==> src/rtl/scsi_ctl_pkg.sv <==
package scsi_ctl_pkg;

  localparam int CMD_IDX   = 3;
  localparam int TGT_IDX   = 4;
  localparam int LENLO_IDX = 0;
  localparam int LENHI_IDX = 1;
  localparam int STAT_IDX  = 4;
  localparam int INTR_IDX  = 5;
  localparam int SEQ_IDX   = 6;
  localparam int REV_IDX   = 14;
  localparam logic [7:0] REV_VAL = 8'h04;

  // status byte pieces
  localparam logic [7:0] ST_PH_DIN  = 8'h01;
  localparam logic [7:0] ST_PH_STAT = 8'h03;
  localparam logic [7:0] ST_TCNT    = 8'h10;
  localparam logic [7:0] ST_IRQ     = 8'h80;
  // interrupt byte pieces
  localparam logic [7:0] IN_FDONE = 8'h08;
  localparam logic [7:0] IN_BSVC  = 8'h10;
  localparam logic [7:0] IN_DISC  = 8'h20;

  typedef enum logic [2:0] {
    ACT_NONE,
    ACT_FLUSH,
    ACT_CHIPRST,
    ACT_POST,
    ACT_SELECT
  } act_e;

  typedef struct packed {
    logic [7:0] st;
    logic [7:0] intr;
    logic [7:0] seq;
  } codes_t;

  localparam codes_t CODES_DISC = '{st: ST_IRQ, intr: IN_DISC, seq: 8'h00};
  localparam codes_t CODES_SEL  = '{st: ST_IRQ | ST_TCNT | ST_PH_DIN,
                                    intr: IN_BSVC | IN_FDONE, seq: 8'h04};

endpackage

==> src/rtl/scsi_cmd_decode.sv <==
module scsi_cmd_decode
  import scsi_ctl_pkg::*;
(
  input  logic [6:0] op_i,
  output act_e       act_o,
  output codes_t     codes_o
);

  always_comb begin
    act_o   = ACT_NONE;
    codes_o = '0;
    unique case (op_i)
      7'h01: begin
        act_o        = ACT_FLUSH;
        codes_o.intr = IN_FDONE;
      end
      7'h02: act_o = ACT_CHIPRST;
      7'h10: begin
        act_o   = ACT_POST;
        codes_o = '{st: ST_IRQ | ST_TCNT | ST_PH_STAT, intr: IN_BSVC, seq: 8'h00};
      end
      7'h11: begin
        act_o   = ACT_POST;
        codes_o = '{st: ST_IRQ | ST_TCNT | ST_PH_STAT, intr: IN_BSVC | IN_FDONE, seq: 8'h04};
      end
      7'h12: begin
        act_o   = ACT_POST;
        codes_o = '{st: ST_IRQ | ST_TCNT | ST_PH_STAT, intr: IN_DISC, seq: 8'h00};
      end
      7'h42, 7'h43: begin
        act_o   = ACT_SELECT;
        codes_o = CODES_SEL;
      end
      default: act_o = ACT_NONE;
    endcase
  end

endmodule

==> src/rtl/scsi_wr_bank.sv <==
module scsi_wr_bank #(
  parameter int IDX_W = 4
) (
  input  logic             clk,
  input  logic             rst_n,
  input  logic             we_i,
  input  logic [IDX_W-1:0] idx_i,
  input  logic [7:0]       wdata_i,
  output logic [2:0]       tgt_o,
  output logic [15:0]      len_o
);
  import scsi_ctl_pkg::*;

  localparam int NUM_REGS = 1 << IDX_W;

  logic [7:0] regs [NUM_REGS];

  for (genvar g = 0; g < NUM_REGS; g++) begin : g_wreg
    logic [7:0] r_q;
    logic       r_en;
    assign r_en = we_i && (idx_i == IDX_W'(g));
    always_ff @(posedge clk or negedge rst_n) begin
      if (!rst_n)    r_q <= 8'h00;
      else if (r_en) r_q <= wdata_i;
    end
    assign regs[g] = r_q;
  end

  assign tgt_o = regs[TGT_IDX][2:0];
  assign len_o = {regs[LENHI_IDX], regs[LENLO_IDX]};

endmodule

==> src/rtl/scsi_rd_bank.sv <==
module scsi_rd_bank #(
  parameter int IDX_W = 4
) (
  input  logic             clk,
  input  logic             rst_n,
  input  logic             clr_i,
  input  logic             ld_st_i,
  input  logic             ld_int_i,
  input  logic             ld_seq_i,
  input  scsi_ctl_pkg::codes_t codes_i,
  input  logic [IDX_W-1:0] rd_idx_i,
  output logic [7:0]       rd_data_o,
  output logic [7:0]       st_o
);
  import scsi_ctl_pkg::*;

  localparam int NUM_REGS = 1 << IDX_W;

  logic [7:0] regs [NUM_REGS];

  for (genvar g = 0; g < NUM_REGS; g++) begin : g_rreg
    localparam logic [7:0] RST_V = (g == REV_IDX) ? REV_VAL : 8'h00;
    logic [7:0] r_q, r_d;
    logic       r_en;

    always_comb begin
      r_en = clr_i;
      r_d  = RST_V;
      if (!clr_i) begin
        if (g == STAT_IDX && ld_st_i) begin
          r_en = 1'b1;
          r_d  = codes_i.st;
        end
        if (g == INTR_IDX && ld_int_i) begin
          r_en = 1'b1;
          r_d  = codes_i.intr;
        end
        if (g == SEQ_IDX && ld_seq_i) begin
          r_en = 1'b1;
          r_d  = codes_i.seq;
        end
      end
    end

    always_ff @(posedge clk or negedge rst_n) begin
      if (!rst_n)    r_q <= RST_V;
      else if (r_en) r_q <= r_d;
    end

    assign regs[g] = r_q;
  end

  assign rd_data_o = regs[rd_idx_i];
  assign st_o      = regs[STAT_IDX];

endmodule

==> src/rtl/scsi_cmd_regfile.sv <==
module scsi_cmd_regfile
  import scsi_ctl_pkg::*;
#(
  parameter int ADDR_W  = 6,
  parameter int NUM_TGT = 5
) (
  input  logic               clk,
  input  logic               rst_n,
  input  logic [ADDR_W-1:0]  bus_addr,
  input  logic               bus_we,
  input  logic [7:0]         bus_wdata,
  output logic [7:0]         bus_rdata,
  input  logic [NUM_TGT-1:0] tgt_present,
  output logic               desc_req,
  output logic [2:0]         desc_tgt,
  output logic [15:0]        desc_len,
  input  logic               desc_done,
  input  logic               desc_fail,
  input  logic               irq_clr,
  output logic               irq
);

  localparam int IDX_W = ADDR_W - 2;

  // reset: asserted asynchronously, released on a clock edge
  logic [1:0] rst_sync_q;
  logic       rst_n_s;
  always_ff @(posedge clk or negedge rst_n) begin
    if (!rst_n) rst_sync_q <= 2'b00;
    else        rst_sync_q <= {rst_sync_q[0], 1'b1};
  end
  assign rst_n_s = rst_sync_q[1];

  logic [IDX_W-1:0] idx;
  logic             busy_q, busy_d, req_q, req_d, irq_q, irq_d;
  logic             cmd_wr, tgt_ok, irq_set;
  logic             clr, ld_st, ld_int, ld_seq;
  act_e             act;
  codes_t           dec_codes, codes;
  logic [7:0]       st_cur;

  assign idx    = bus_addr[ADDR_W-1:2];
  assign cmd_wr = bus_we && (idx == IDX_W'(CMD_IDX)) && !busy_q;

  scsi_cmd_decode u_dec (
    .op_i    (bus_wdata[6:0]),
    .act_o   (act),
    .codes_o (dec_codes)
  );

  scsi_wr_bank #(.IDX_W(IDX_W)) u_wr (
    .clk     (clk),
    .rst_n   (rst_n_s),
    .we_i    (bus_we),
    .idx_i   (idx),
    .wdata_i (bus_wdata),
    .tgt_o   (desc_tgt),
    .len_o   (desc_len)
  );

  always_comb begin
    tgt_ok = 1'b0;
    for (int i = 0; i < NUM_TGT; i++) begin
      if (desc_tgt == 3'(i) && tgt_present[i]) tgt_ok = 1'b1;
    end
  end

  // next-state
  always_comb begin
    clr     = 1'b0;
    ld_st   = 1'b0;
    ld_int  = 1'b0;
    ld_seq  = 1'b0;
    irq_set = 1'b0;
    req_d   = 1'b0;
    busy_d  = busy_q;
    codes   = dec_codes;
    if (busy_q) begin
      if (desc_fail || desc_done) begin
        codes   = desc_fail ? CODES_DISC : CODES_SEL;
        {ld_st, ld_int, ld_seq} = 3'b111;
        irq_set = 1'b1;
        busy_d  = 1'b0;
      end
    end else if (cmd_wr) begin
      unique case (act)
        ACT_FLUSH:   {ld_int, ld_seq} = 2'b11;
        ACT_CHIPRST: clr = 1'b1;
        ACT_POST: begin
          {ld_st, ld_int, ld_seq} = 3'b111;
          irq_set = 1'b1;
        end
        ACT_SELECT: begin
          if (tgt_ok) begin
            req_d  = 1'b1;
            busy_d = 1'b1;
          end else begin
            codes   = CODES_DISC;
            {ld_st, ld_int, ld_seq} = 3'b111;
            irq_set = 1'b1;
          end
        end
        default: ;
      endcase
    end
    irq_d = irq_set ? 1'b1 : (irq_clr ? 1'b0 : irq_q);
  end

  always_ff @(posedge clk or negedge rst_n_s) begin
    if (!rst_n_s) begin
      busy_q <= 1'b0;
      req_q  <= 1'b0;
      irq_q  <= 1'b0;
    end else begin
      busy_q <= busy_d;
      req_q  <= req_d;
      irq_q  <= irq_d;
    end
  end

  scsi_rd_bank #(.IDX_W(IDX_W)) u_rd (
    .clk       (clk),
    .rst_n     (rst_n_s),
    .clr_i     (clr),
    .ld_st_i   (ld_st),
    .ld_int_i  (ld_int),
    .ld_seq_i  (ld_seq),
    .codes_i   (codes),
    .rd_idx_i  (idx),
    .rd_data_o (bus_rdata),
    .st_o      (st_cur)
  );

  assign desc_req = req_q;
  assign irq      = irq_q;


  req_pulse_chk: assert property (@(posedge clk) disable iff (!rst_n_s)
    desc_req |=> !desc_req);


  req_waits_chk: assert property (@(posedge clk) disable iff (!rst_n_s)
    desc_req |-> busy_q);


  irq_sticky_chk: assert property (@(posedge clk) disable iff (!rst_n_s)
    irq && !irq_clr |=> irq);


  irq_status_chk: assert property (@(posedge clk) disable iff (!rst_n_s)
    $rose(irq) |-> st_cur[7]);


  chip_reset_chk: assert property (@(posedge clk) disable iff (!rst_n_s)
    !busy_q && bus_we && idx == IDX_W'(CMD_IDX) && bus_wdata[6:0] == 7'h02
    |=> st_cur == 8'h00);


  busy_hold_chk: assert property (@(posedge clk) disable iff (!rst_n_s)
    busy_q && !desc_done && !desc_fail |=> $stable(st_cur));

endmodule

==> config.mk <==
export PLATFORM = sky130hd
export DESIGN_NAME = scsi_cmd_regfile
export DESIGN_NICKNAME = d
export VERILOG_FILES = /design/src/rtl/scsi_ctl_pkg.sv /design/src/rtl/scsi_cmd_decode.sv /design/src/rtl/scsi_wr_bank.sv /design/src/rtl/scsi_rd_bank.sv /design/src/rtl/scsi_cmd_regfile.sv
export SDC_FILE = /design/constraint.sdc
export NUM_CORES = 1
export LEC_CHECK = 0
export ABC_AREA = 1
export BUFFER_PORTS_ARGS = -buffer_cell sky130_fd_sc_hd__buf_2
export CORE_MARGIN = 10
export CORE_UTILIZATION = 54
export DETAILED_ROUTE_END_ITERATION = 7
export MAX_ROUTING_LAYER = met4
export PLACE_DENSITY = 0.84
export SETUP_SLACK_MARGIN = 0.3
export SLEW_MARGIN = 20
export SYNTH_ARGS = -nofsm -noshare
export SYNTH_HDL_FRONTEND = slang
export SYNTH_SLANG_ARGS = --single-unit
==> constraint.sdc <==
create_clock -name clk -period 2.8 [get_ports clk]
set_input_delay 0.42 -clock clk [delete_from_list [all_inputs] [get_ports clk]]
set_output_delay 0.42 -clock clk [all_outputs]
set_load 0.005 [all_outputs]
==> key figures <==
Synth
  – Synth Cell Area: 1655 µm²
  – Ranking of synthesized cells by area: dfrtp_1 47%, nand2_1 13%, inv_1 6.3%
  – Syn. warnings: 0
  – Synth cell types: 24
  – Share of the synthesized area in the top cell type: 46.86%
  – Count leader, synth: nand2_1
  – Area leader, netlist: dfrtp_1
  – Synth Area per Inst: 7.524 µm²
  – Sequential cell area fraction in the yosys report: 46.86%
  – Number of flops mapped to enable cells by yosys: 0
  – Mapped Cells: 220
  – Syn Nets: 245
  – Flops & latches, synth: 31
  – Post-synth ARST share: 100.0%
  – Most common flop cell mapped by yosys: dfrtp_1
  – Commonest cells in the netlist: 58 x nand2_1, 31 x dfrtp_1, 28 x inv_1, 23 x nor2_1, 20 x o21ai_0

Run
  – Max_cap viols: 0

Die
  – Initial Utilization: 55.13%
  – Ports: 54
  – DIE HEIGHT: 75.37 µm
  – Die X: 75.37 µm
  – Rows: 20
  – Core Region: 3003 µm²
  – Die area: 5680 µm²

Drt
  – Final wirelength: 4003 µm
  – Detailed-route via count: 1612
  – Routed WL per cell: 12.91 µm
  – Residual DRC: 0
  – 1st-pass router iterations: 5
  – Final ANT Viol Nets: 0
  – Via/cell ratio: 5.200
  – 1st-iter DRT viols: 133

Power
  – Leakage: 1.167 nW
  – Power, Total: 1.003 mW
  – Pwr per Cell Area: 500.7 nW/µm²
  – Worst IR Drop VDD: 0.3234 mV

Critical path
  – Worst reg-to-reg path cell count: 8
  – CP Data Arrival Time: 1.20 ns
  – Crit path to: bus_rdata[4]
  – Crit path max-delay cell type: nor2_1
  – Crit path largest cell delay: 0.15 ns
  – FF-to-FF Start: busy_q
  – R2R Path End: u_rd.g_rreg[5].r_q[3]
  – Critical setup path kind: primary input to primary output
  – Worst Path Required: 2.38 ns
  – Max FO, Critical Path: 4
  – Critical path startpoint: bus_addr[4]
  – R2r setup slk: 1.37 ns
  – CP Cell Sequence: buf_2, inv_1, nor2_1, nand2_1, nor2_1, a31o_2, buf_2
  – Worst Setup End Kind: primary output
  – Startpoint types: primary input

Global routing
  – Grt ovf: 0
  – Global-route wire length before repair: 6644 µm
  – Vias in the first global route: 1529
  – Tot GR Track Use: 15.52%
  – Largest net degree at the start of global routing: 30
  – Antenna violations before repair: 0

Finish
  – FILL cells: 259
  – Final Util: 66.71%
  – Area growth syn-to-layout: 21.01%
  – Share of post-route cells with drive strength above 1: 28.88%
  – Nets: 301
  – # diodes: 0

Timing
  – Setup Skew: 0.01148 ns
  – Setup violations, final: 0
  – Setup TNS: 0 ns
  – Period Utilization, post-route: 57.78%
  – Fin. Hold Viols: 0
  – RSZ-0062 raised after global routing: no
  – Max Clk Rate: 618.1 MHz
  – Worst slew pin tran: 0.5674 ns
  – Minimum clock period: 1.618 ns
  – Max Slew Vio Count: 0
  – Max_slew headroom: 62.06%

Hold path
  – Worst hold path type: flip-flop to async pin

Run status
  – Status: finished, final reports clean

Clock network
  – CTS clk-pin slew, worst paths: 0.10 ns
  – Post-CTS setup buffers: 0
  – Clk root buf: clkbuf_4
  – CTS tree: yes
  – Post_cts resized: 0
  – Clock buffer depth: 2
  – Worst-Skew Late Latency: 0.34 ns
  – CTS Hold Bufs: 1
  – CTS buffer count: 5
  – Clock sink count: 31
  – Clock H-tree levels: 2

Place
  – Hpwl dp: 3212 µm
  – Final GP Congestion: 0.9093
  – IO Port Bufs: 50
-- where the power goes --
part / total (mW) / leakage, nW / switching [mW] / internal, mW
logic: 0.208 / 0.743 / 0.117 / 0.0906
clock network: 0.254 / 0.0282 / 0.157 / 0.0967
registers: 0.542 / 0.396 / 0.0330 / 0.509
-- per-stage QoR --
stage,area [µm²],hold slack (ns),setup WS [ns],instances
finish,2003,0.2478,1.182,310
global route,2003,0.2382,1.100,310
CTS,2003,0.2421,1.177,310
detailed placement,1939,0.2071,1.153,301
global placement,1939,0.2059,1.198,301
floorplan,1655,0.1244,1.419,220
-- metal layers --
metal	routed length (µm)	vias to the layer above	global-route usage, %
li1	-	800	-
met1	1680	752	18.03
met2	1914	52	24.17
met3	331	8	5.078
met4	77	0	6.598
met5	0	-	-
-- registers in the layout (all words and copies together), names as in the netlist --
register	cells
u_rd.st_o	3
u_rd.g_rreg.r_q	4
rst_sync_q	2
u_wr.g_wreg.r_q	19
busy_q	1
desc_req	1
irq	1
-- worst min-delay path by stage --
stage | start | end | slack [ns]
6_report | rst_sync_q[1] | u_wr.g_wreg[0].r_q[1] | 0.25
5_1_grt | irq_clr | irq | 0.24
4_1_cts | irq_clr | irq | 0.24
3_5_place_dp | rst_n | rst_sync_q[0] | 0.21
3_3_place_gp | rst_n | rst_sync_q[0] | 0.21
2_1_floorplan | rst_n | rst_sync_q[0] | 0.12
-- logic make-up after synthesis --
group	synth area share (%)
AOI/OAI and AO/OA	10.51
buffers and inverters	9.071
DFF	46.86
other	0.4537
and+or+nand+nor	33.11
-- layout by cell type, fill, tap and decap left out --
cell and n:
clkbuf_1 1, o211ai_4 1, nor3_1 2, nand2_1 58, nand4_1 5, inv_2 8
dlygate4sd3_1 1, o21ai_1 2, conb_1 2, dfrtp_1 31, nand3_2 1, clkinvlp_4 1
a21oi_1 4, nand3_1 18, o211ai_1 1, inv_1 28, nand2_2 4, clkinv_2 1
o22ai_1 1, o21ai_0 20, nand2_4 1, buf_2 50, a31o_2 1, nor2_4 3
buf_4 1, nand3b_4 1, nor2_2 2, clkbuf_4 5, nor2_1 23
-- worst max-delay path: cells and delay by family --
kind / cells / cell delay, ns
and+or+nand+nor: 3 / 0.43
AOI/OAI and AO/OA: 1 / 0.11
buffers and inverters: 3 / 0.24
-- layout make-up --
type                            instances  area (µm²)  area share, %
Sequential cell                        31       775.7          38.73
Multi-Input combinational cell        150       729.5          36.41
Timing Repair Buffer                   52       267.8          13.37
Inverter                               36       135.1          6.746
Clock buffer                            6       41.29          2.061
Tap cell                               33       41.29          2.061
Clock inverter                          2       12.51         0.6246
No activity file was read; power rests on OpenSTA's default activity.
